===== src/rtl/baudgen_pkg.sv =====
`timescale 1ns/1ps
package baudgen_pkg;
    localparam int PRE_CODE_W = 2;
    localparam int DIV_IDX_W  = 5;
    localparam int PRE_CNT_W  = 3;
    localparam int DIV_CNT_W  = 10;
    localparam int PH_W       = 2;
    localparam int SEL_W      = 1 + DIV_IDX_W + PRE_CODE_W;

    function automatic logic [PRE_CNT_W-1:0] pre_len(input logic [PRE_CODE_W-1:0] code);
        case (code)
            2'd0:    return PRE_CNT_W'(1);
            2'd1:    return PRE_CNT_W'(3);
            2'd2:    return PRE_CNT_W'(4);
            default: return PRE_CNT_W'(5);
        endcase
    endfunction

    function automatic logic is_frac(input logic [DIV_IDX_W-1:0] idx);
        return (idx == 5'd3) || (idx == 5'd5) || (idx == 5'd7);
    endfunction

    // length of the current divisor step; thirds entries rotate by phase
    function automatic logic [DIV_CNT_W-1:0] div_len(input logic [DIV_IDX_W-1:0] idx,
                                                     input logic [PH_W-1:0] ph);
        case (idx)
            5'd0:    return DIV_CNT_W'(1);
            5'd1:    return DIV_CNT_W'(2);
            5'd2:    return DIV_CNT_W'(4);
            5'd3:    return (ph == 2'd2) ? DIV_CNT_W'(6) : DIV_CNT_W'(5);
            5'd4:    return DIV_CNT_W'(8);
            5'd5:    return (ph == 2'd0) ? DIV_CNT_W'(10) : DIV_CNT_W'(11);
            5'd6:    return DIV_CNT_W'(16);
            5'd7:    return (ph == 2'd2) ? DIV_CNT_W'(20) : DIV_CNT_W'(19);
            5'd8:    return DIV_CNT_W'(22);
            5'd9:    return DIV_CNT_W'(32);
            5'd10:   return DIV_CNT_W'(64);
            5'd11:   return DIV_CNT_W'(128);
            5'd12:   return DIV_CNT_W'(192);
            5'd13:   return DIV_CNT_W'(256);
            5'd14:   return DIV_CNT_W'(288);
            5'd15:   return DIV_CNT_W'(352);
            5'd16:   return DIV_CNT_W'(512);
            default: return DIV_CNT_W'(768);
        endcase
    endfunction

    typedef struct packed {
        logic                  sel_co;
        logic [DIV_IDX_W-1:0]  sel_div;
        logic [PRE_CODE_W-1:0] sel_pre;
        logic [DIV_IDX_W-1:0]  act_div;
        logic [PRE_CODE_W-1:0] act_pre;
        logic                  tick;
        logic                  lvl;
    } top_st_t;
endpackage


===== src/rtl/bg_prescale_ctr.sv =====
`timescale 1ns/1ps
module bg_prescale_ctr
    import baudgen_pkg::*;
(
    input  logic                  clk,
    input  logic                  rst,
    input  logic [PRE_CODE_W-1:0] code,
    output logic [PRE_CNT_W-1:0]  cnt_o,
    output logic                  tc_o
);
    logic [PRE_CNT_W-1:0] cnt_d, cnt_q;
    logic [PRE_CNT_W-1:0] len;

    always_comb begin
        len   = pre_len(code);
        tc_o  = (cnt_q == len - PRE_CNT_W'(1));
        cnt_d = tc_o ? '0 : cnt_q + PRE_CNT_W'(1);
        if (rst) cnt_d = '0;
    end

    always_ff @(posedge clk) cnt_q <= cnt_d;

    assign cnt_o = cnt_q;
endmodule


===== src/rtl/bg_divisor_ctr.sv =====
`timescale 1ns/1ps
module bg_divisor_ctr
    import baudgen_pkg::*;
(
    input  logic                 clk,
    input  logic                 rst,
    input  logic                 step,
    input  logic [DIV_IDX_W-1:0] idx,
    input  logic                 keep_idx,
    output logic [DIV_CNT_W-1:0] cnt_o,
    output logic [DIV_CNT_W-1:0] len_o,
    output logic                 tc_o
);
    typedef struct packed {
        logic [DIV_CNT_W-1:0] cnt;
        logic [PH_W-1:0]      ph;
    } div_st_t;

    div_st_t st_d, st_q;

    always_comb begin
        st_d  = st_q;
        len_o = div_len(idx, st_q.ph);
        tc_o  = step && (st_q.cnt == len_o - DIV_CNT_W'(1));
        if (step) st_d.cnt = tc_o ? '0 : st_q.cnt + DIV_CNT_W'(1);
        if (tc_o) begin
            if (keep_idx && is_frac(idx))
                st_d.ph = (st_q.ph == 2'd2) ? 2'd0 : st_q.ph + 2'd1;
            else
                st_d.ph = 2'd0;
        end
        if (rst) st_d = '0;
    end

    always_ff @(posedge clk) st_q <= st_d;

    assign cnt_o = st_q.cnt;
endmodule


===== src/rtl/baud_tick_gen.sv =====
`timescale 1ns/1ps
module baud_tick_gen
    import baudgen_pkg::*;
(
    input  logic             clk,
    input  logic             rst,
    input  logic             sel_wr,
    input  logic [SEL_W-1:0] sel_data,
    output logic             tick16_o,
    output logic             clk_out_o
);
    top_st_t st_d, st_q;

    logic [PRE_CNT_W-1:0] pcnt;
    logic                 pre_tc;
    logic [DIV_CNT_W-1:0] dcnt;
    logic [DIV_CNT_W-1:0] dlen;
    logic                 div_tc;
    logic                 keep_idx;
    logic                 pass_thru;
    logic [DIV_IDX_W-1:0] act_div_cur;
    logic                 co_sel_cur;

    assign act_div_cur = st_q.act_div;
    assign co_sel_cur  = st_q.sel_co;
    assign keep_idx    = (st_q.sel_div == st_q.act_div);
    assign pass_thru   = (st_q.act_pre == '0) && (act_div_cur == '0);

    bg_prescale_ctr u_pre (
        .clk   (clk),
        .rst   (rst),
        .code  (st_q.act_pre),
        .cnt_o (pcnt),
        .tc_o  (pre_tc)
    );

    bg_divisor_ctr u_div (
        .clk      (clk),
        .rst      (rst),
        .step     (pre_tc),
        .idx      (act_div_cur),
        .keep_idx (keep_idx),
        .cnt_o    (dcnt),
        .len_o    (dlen),
        .tc_o     (div_tc)
    );

    always_comb begin
        st_d = st_q;
        if (sel_wr) {st_d.sel_co, st_d.sel_div, st_d.sel_pre} = sel_data;
        if (rst) begin
            st_d.sel_co  = 1'b0;
            st_d.act_pre = st_d.sel_pre;
            st_d.act_div = st_d.sel_div;
            st_d.tick    = 1'b0;
            st_d.lvl     = 1'b0;
        end else begin
            st_d.tick = div_tc;
            // high half of the period, taken from the stage that sets its length
            if (act_div_cur == '0)
                st_d.lvl = (pcnt < (pre_len(st_q.act_pre) >> 1));
            else
                st_d.lvl = (dcnt < (dlen >> 1));
            if (div_tc) begin
                st_d.act_pre = st_q.sel_pre;
                st_d.act_div = st_q.sel_div;
            end
        end
    end

    always_ff @(posedge clk) st_q <= st_d;

    assign tick16_o  = st_q.tick;
    assign clk_out_o = (co_sel_cur && !pass_thru) ? st_q.lvl : clk;
endmodule


===== config.mk =====
export PLATFORM = sky130hd
export DESIGN_NAME = baud_tick_gen
export DESIGN_NICKNAME = d
export VERILOG_FILES = /design/src/rtl/baudgen_pkg.sv /design/src/rtl/bg_prescale_ctr.sv /design/src/rtl/bg_divisor_ctr.sv /design/src/rtl/baud_tick_gen.sv
export SDC_FILE = /design/constraint.sdc
export NUM_CORES = 1
export LEC_CHECK = 0
export ABC_CLOCK_PERIOD_IN_PS = 3000
export BUFFER_PORTS_ARGS = -buffer_cell sky130_fd_sc_hd__buf_2
export CAP_MARGIN = 10
export CORE_AREA = 2 2 67 69
export DETAILED_ROUTE_END_ITERATION = 12
export DIE_AREA = 0 0 69 71
export GPL_TIMING_DRIVEN = 0
export PLACE_DENSITY_LB_ADDON = 0.25
export SYNTH_ARGS = -nofsm -noshare
export SYNTH_HDL_FRONTEND = slang
export SYNTH_SLANG_ARGS = --single-unit

===== constraint.sdc =====
create_clock -name clk -period 3 [get_ports clk]
set_input_delay 0.3 -clock clk [delete_from_list [all_inputs] [get_ports clk]]
set_output_delay 0.3 -clock clk [all_outputs]
set_load 0.01 [all_outputs]

==> out/metrics.cfg <==
[worst_setup_path]
path_class=reg -> reg
cpPeakStageDelay_ps=500
worstRegToRegCells=10
cp-start-kind=flip-flop
r2r_slack_ps=20
crit_slowest_cell=edfxtp_1
r2r-end=act_div_cur[3]$_DFFE_PP_
cp_max_fo=8
crit_chain=or2_2 > nor4_4 > a31oi_4 > ha_2 > xor2_1 > nand3_1 > nor3_2 > and4_4 > a41o_4 > clkbuf_16
crit_arrival_ps=3100
crit_path_end_kind=flip-flop
worstReg2RegStart=act_div_cur[3]$_DFFE_PP_
crit_required_ps=3120

[clock_tree]
clk_transition_reported_paths_ps=70
cts_tree=yes
clk_latency_ps=390

[pwr]
vdd_drop_max_mv=0.358
fin_total_pwr_mw=1.28
power_leakage_nw=1.11
powerDensity_mw_per_mm2=483

[floorplan]
dieArea_sq_mm=0.00490
ios=13
die_x_um=69
design.core.area_sq_mm=0.00420
die_h_um=71
initial_core_util=0.533
rows=24

[synthesis]
synthCells=265
syn-num-nets=293
ys_ff_latch=32
syn_area_sq_mm=0.00224
netlist_top_cells_count=40 x nor2_1, 25 x dfxtp_1, 20 x nand2_1
synth_area_leaders=dfxtp_1 22%, ha_1 9.5%, edfxtp_1 9.4%, xor2_1 7.0%, nor2_1 6.7%
synth_flop_cell=dfxtp_1
synth_top_area_cell=dfxtp_1
synth-edff-count=7
synth_top_area_frac=0.223
yosysSeqAreaShare=0.317
async_reset_ff_frac=0
synth_most_common_cell=nor2_1
synth.distinct_cells=48
syn_area_per_cell_sq_um=8.45
yosysWarnings=0

[route]
vias=1948
ant_nets=0
drc=0
wl_mm=5.04
via_per_inst=5.61
first_pass_iters=4
wl_per_cell_um=14.5
drt-initial-drc-count=182

[flow_run]
drv_cap=0

[hold_path]
min_from=sel_data[7]
holdPathStages=3
hold_class=in -> reg
worstHoldEndpoint=co_sel_cur$_SDFFE_PP0P_

[grt]
first_global_vias=1769
track_usage=0.205
grt_pass1_wl_mm=7.91
gr-total-overflow=0
grt_max_degree=17
antenna_found_initial=0

[final_layout]
drive_above_1_share=0.210
antenna_cells=0
fin_nets=322
syn2layout_area_growth_pct=18.4
fillers=371

[sta]
relSlewSlack=0.544
finalMaxSlewViolations=0
tightest_slew_ps=682
setup_viol=0
fin_crit_sh=0.994
fin_crit_ps=2980
timing.fmax_mhz=335
fin_setup_tns_ps=0
hold_violations=0
finClkSkew_ps=6.51

[placed_design]
gp_congestion=0.896
numPortBuffers=11
hpwl_mm=3.47

[run_status]
status=complete, no violations

==> repair_timing <==
item                       CTS  global route
resized for setup            7            15
pin swaps                    1             5
hold buffers                 0             0
setup endpoints to repair   20            20
setup buffers                4             3
gates cloned                 0             1
==> logic make-up (layout without fill, tap and decap cells) <==
group                      Yosys count  count (layout)  share of synthesized area
and+or+nand+nor                    108             108                      0.241
buffers and inverters               26              56                     0.0531
muxes                               11              11                     0.0542
AOI/OAI and AO/OA                   42              42                      0.126
DFF                                 32              32                      0.317
adders and majority gates           17              17                     0.0950
xor gates and xnor gates            29              29                      0.113
==> sequential cells by signal, summed over array words and instances (netlist names) <==
name and count:
co_sel_cur 1, u_div.st_q 2, tick16_o 1, u_pre.cnt_o 3, st_q 10, u_div.cnt_o 10, act_div_cur 5
==> placed cells by master, fill, tap and decap left out, drive strengths merged, types with 2 or more instances in the layout <==
| cell type | instances |
|---|---|
| inv | 11 |
| a211oi | 3 |
| clkinv | 2 |
| nor4 | 2 |
| a31oi | 2 |
| nand3 | 8 |
| nor3 | 7 |
| dfxtp | 25 |
| nor2 | 40 |
| o22ai | 2 |
| nand4 | 2 |
| and3 | 3 |
| a21oi | 10 |
| nand2 | 20 |
| mux2i | 2 |
| o21ai | 14 |
| a31o | 2 |
| ha | 17 |
| a41o | 2 |
| buf | 25 |
| nor2b | 5 |
| nor3b | 4 |
| clkbuf | 18 |
| edfxtp | 7 |
| nand3b | 2 |
| and4 | 2 |
| xnor2 | 11 |
| or2 | 3 |
| mux2 | 9 |
| xor2 | 18 |
| nand2b | 4 |
| nand4b | 2 |
==> power by group <==
| group | total (mW) | switching, mW | internal [mW] |
|---|---|---|---|
| logic | 0.307 | 0.168 | 0.140 |
| registers | 0.520 | 0.0395 | 0.480 |
| clock network | 0.453 | 0.189 | 0.264 |
| total | 1.28 | 0.396 | 0.884 |
==> worst max-delay path by stage <==
stage | startpoint | endpoint | slack, ps | cells past startpoint
6_report | act_div_cur[3]$_DFFE_PP_ | act_div_cur[3]$_DFFE_PP_ | 20 | 10
5_1_grt | act_div_cur[3]$_DFFE_PP_ | act_div_cur[3]$_DFFE_PP_ | -30 | 10
4_1_cts | act_div_cur[1]$_DFFE_PP_ | act_div_cur[2]$_DFFE_PP_ | 4 | 12
3_5_place_dp | act_div_cur[1]$_DFFE_PP_ | u_div.cnt_o[1]$_SDFFE_PP0P_ | -540 | 11
3_3_place_gp | act_div_cur[1]$_DFFE_PP_ | act_div_cur[2]$_DFFE_PP_ | -520 | 11
2_1_floorplan | act_div_cur[1]$_DFFE_PP_ | act_div_cur[0]$_DFFE_PP_ | 50 | 11
==> per-layer routing <==
metal	GRT usage	vias up	share of wire
li1	-	972	-
met1	0.246	914	0.44
met2	0.335	48	0.49
met3	0.0499	14	0.047
met4	0.120	0	0.024
met5	0	-	0
==> per-stage QoR <==
step           instances   util  instance area [sq um]  setup WS (ps)  hold slack [ps]
4_1_cts              343  0.607                   2550           4.24              143
2_1_floorplan        265      -                   2240           54.4              447
6_report             347  0.631                   2650           18.2              138
5_1_grt              347  0.631                   2650          -27.6              156
3_5_place_dp         328  0.561                   2360           -536              495
3_3_place_gp         328  0.561                   2360           -515              485
==> critical path: cells and delay by family, from the launching register on <==
kind	cells	cell delay, ps
compound gates	2	300
buf+inv	1	160
flops	1	500
xor+xnor	1	160
fa+ha+maj	1	330
simple gates	5	1240
==> final cells by class <==
type                            count  area (sq um)  share of cell area
Clock inverter                      1          5.00             0.00189
Tap cell                           52          65.1              0.0245
Inverter                           12          45.0              0.0170
Sequential cell                    32           711               0.268
Buffer                             14          96.3              0.0363
Clock buffer                       11           123              0.0462
Timing Repair Buffer               18           140              0.0529
Multi-Input combinational cell    207          1470               0.553
Power figures use the tool's default switching activity.
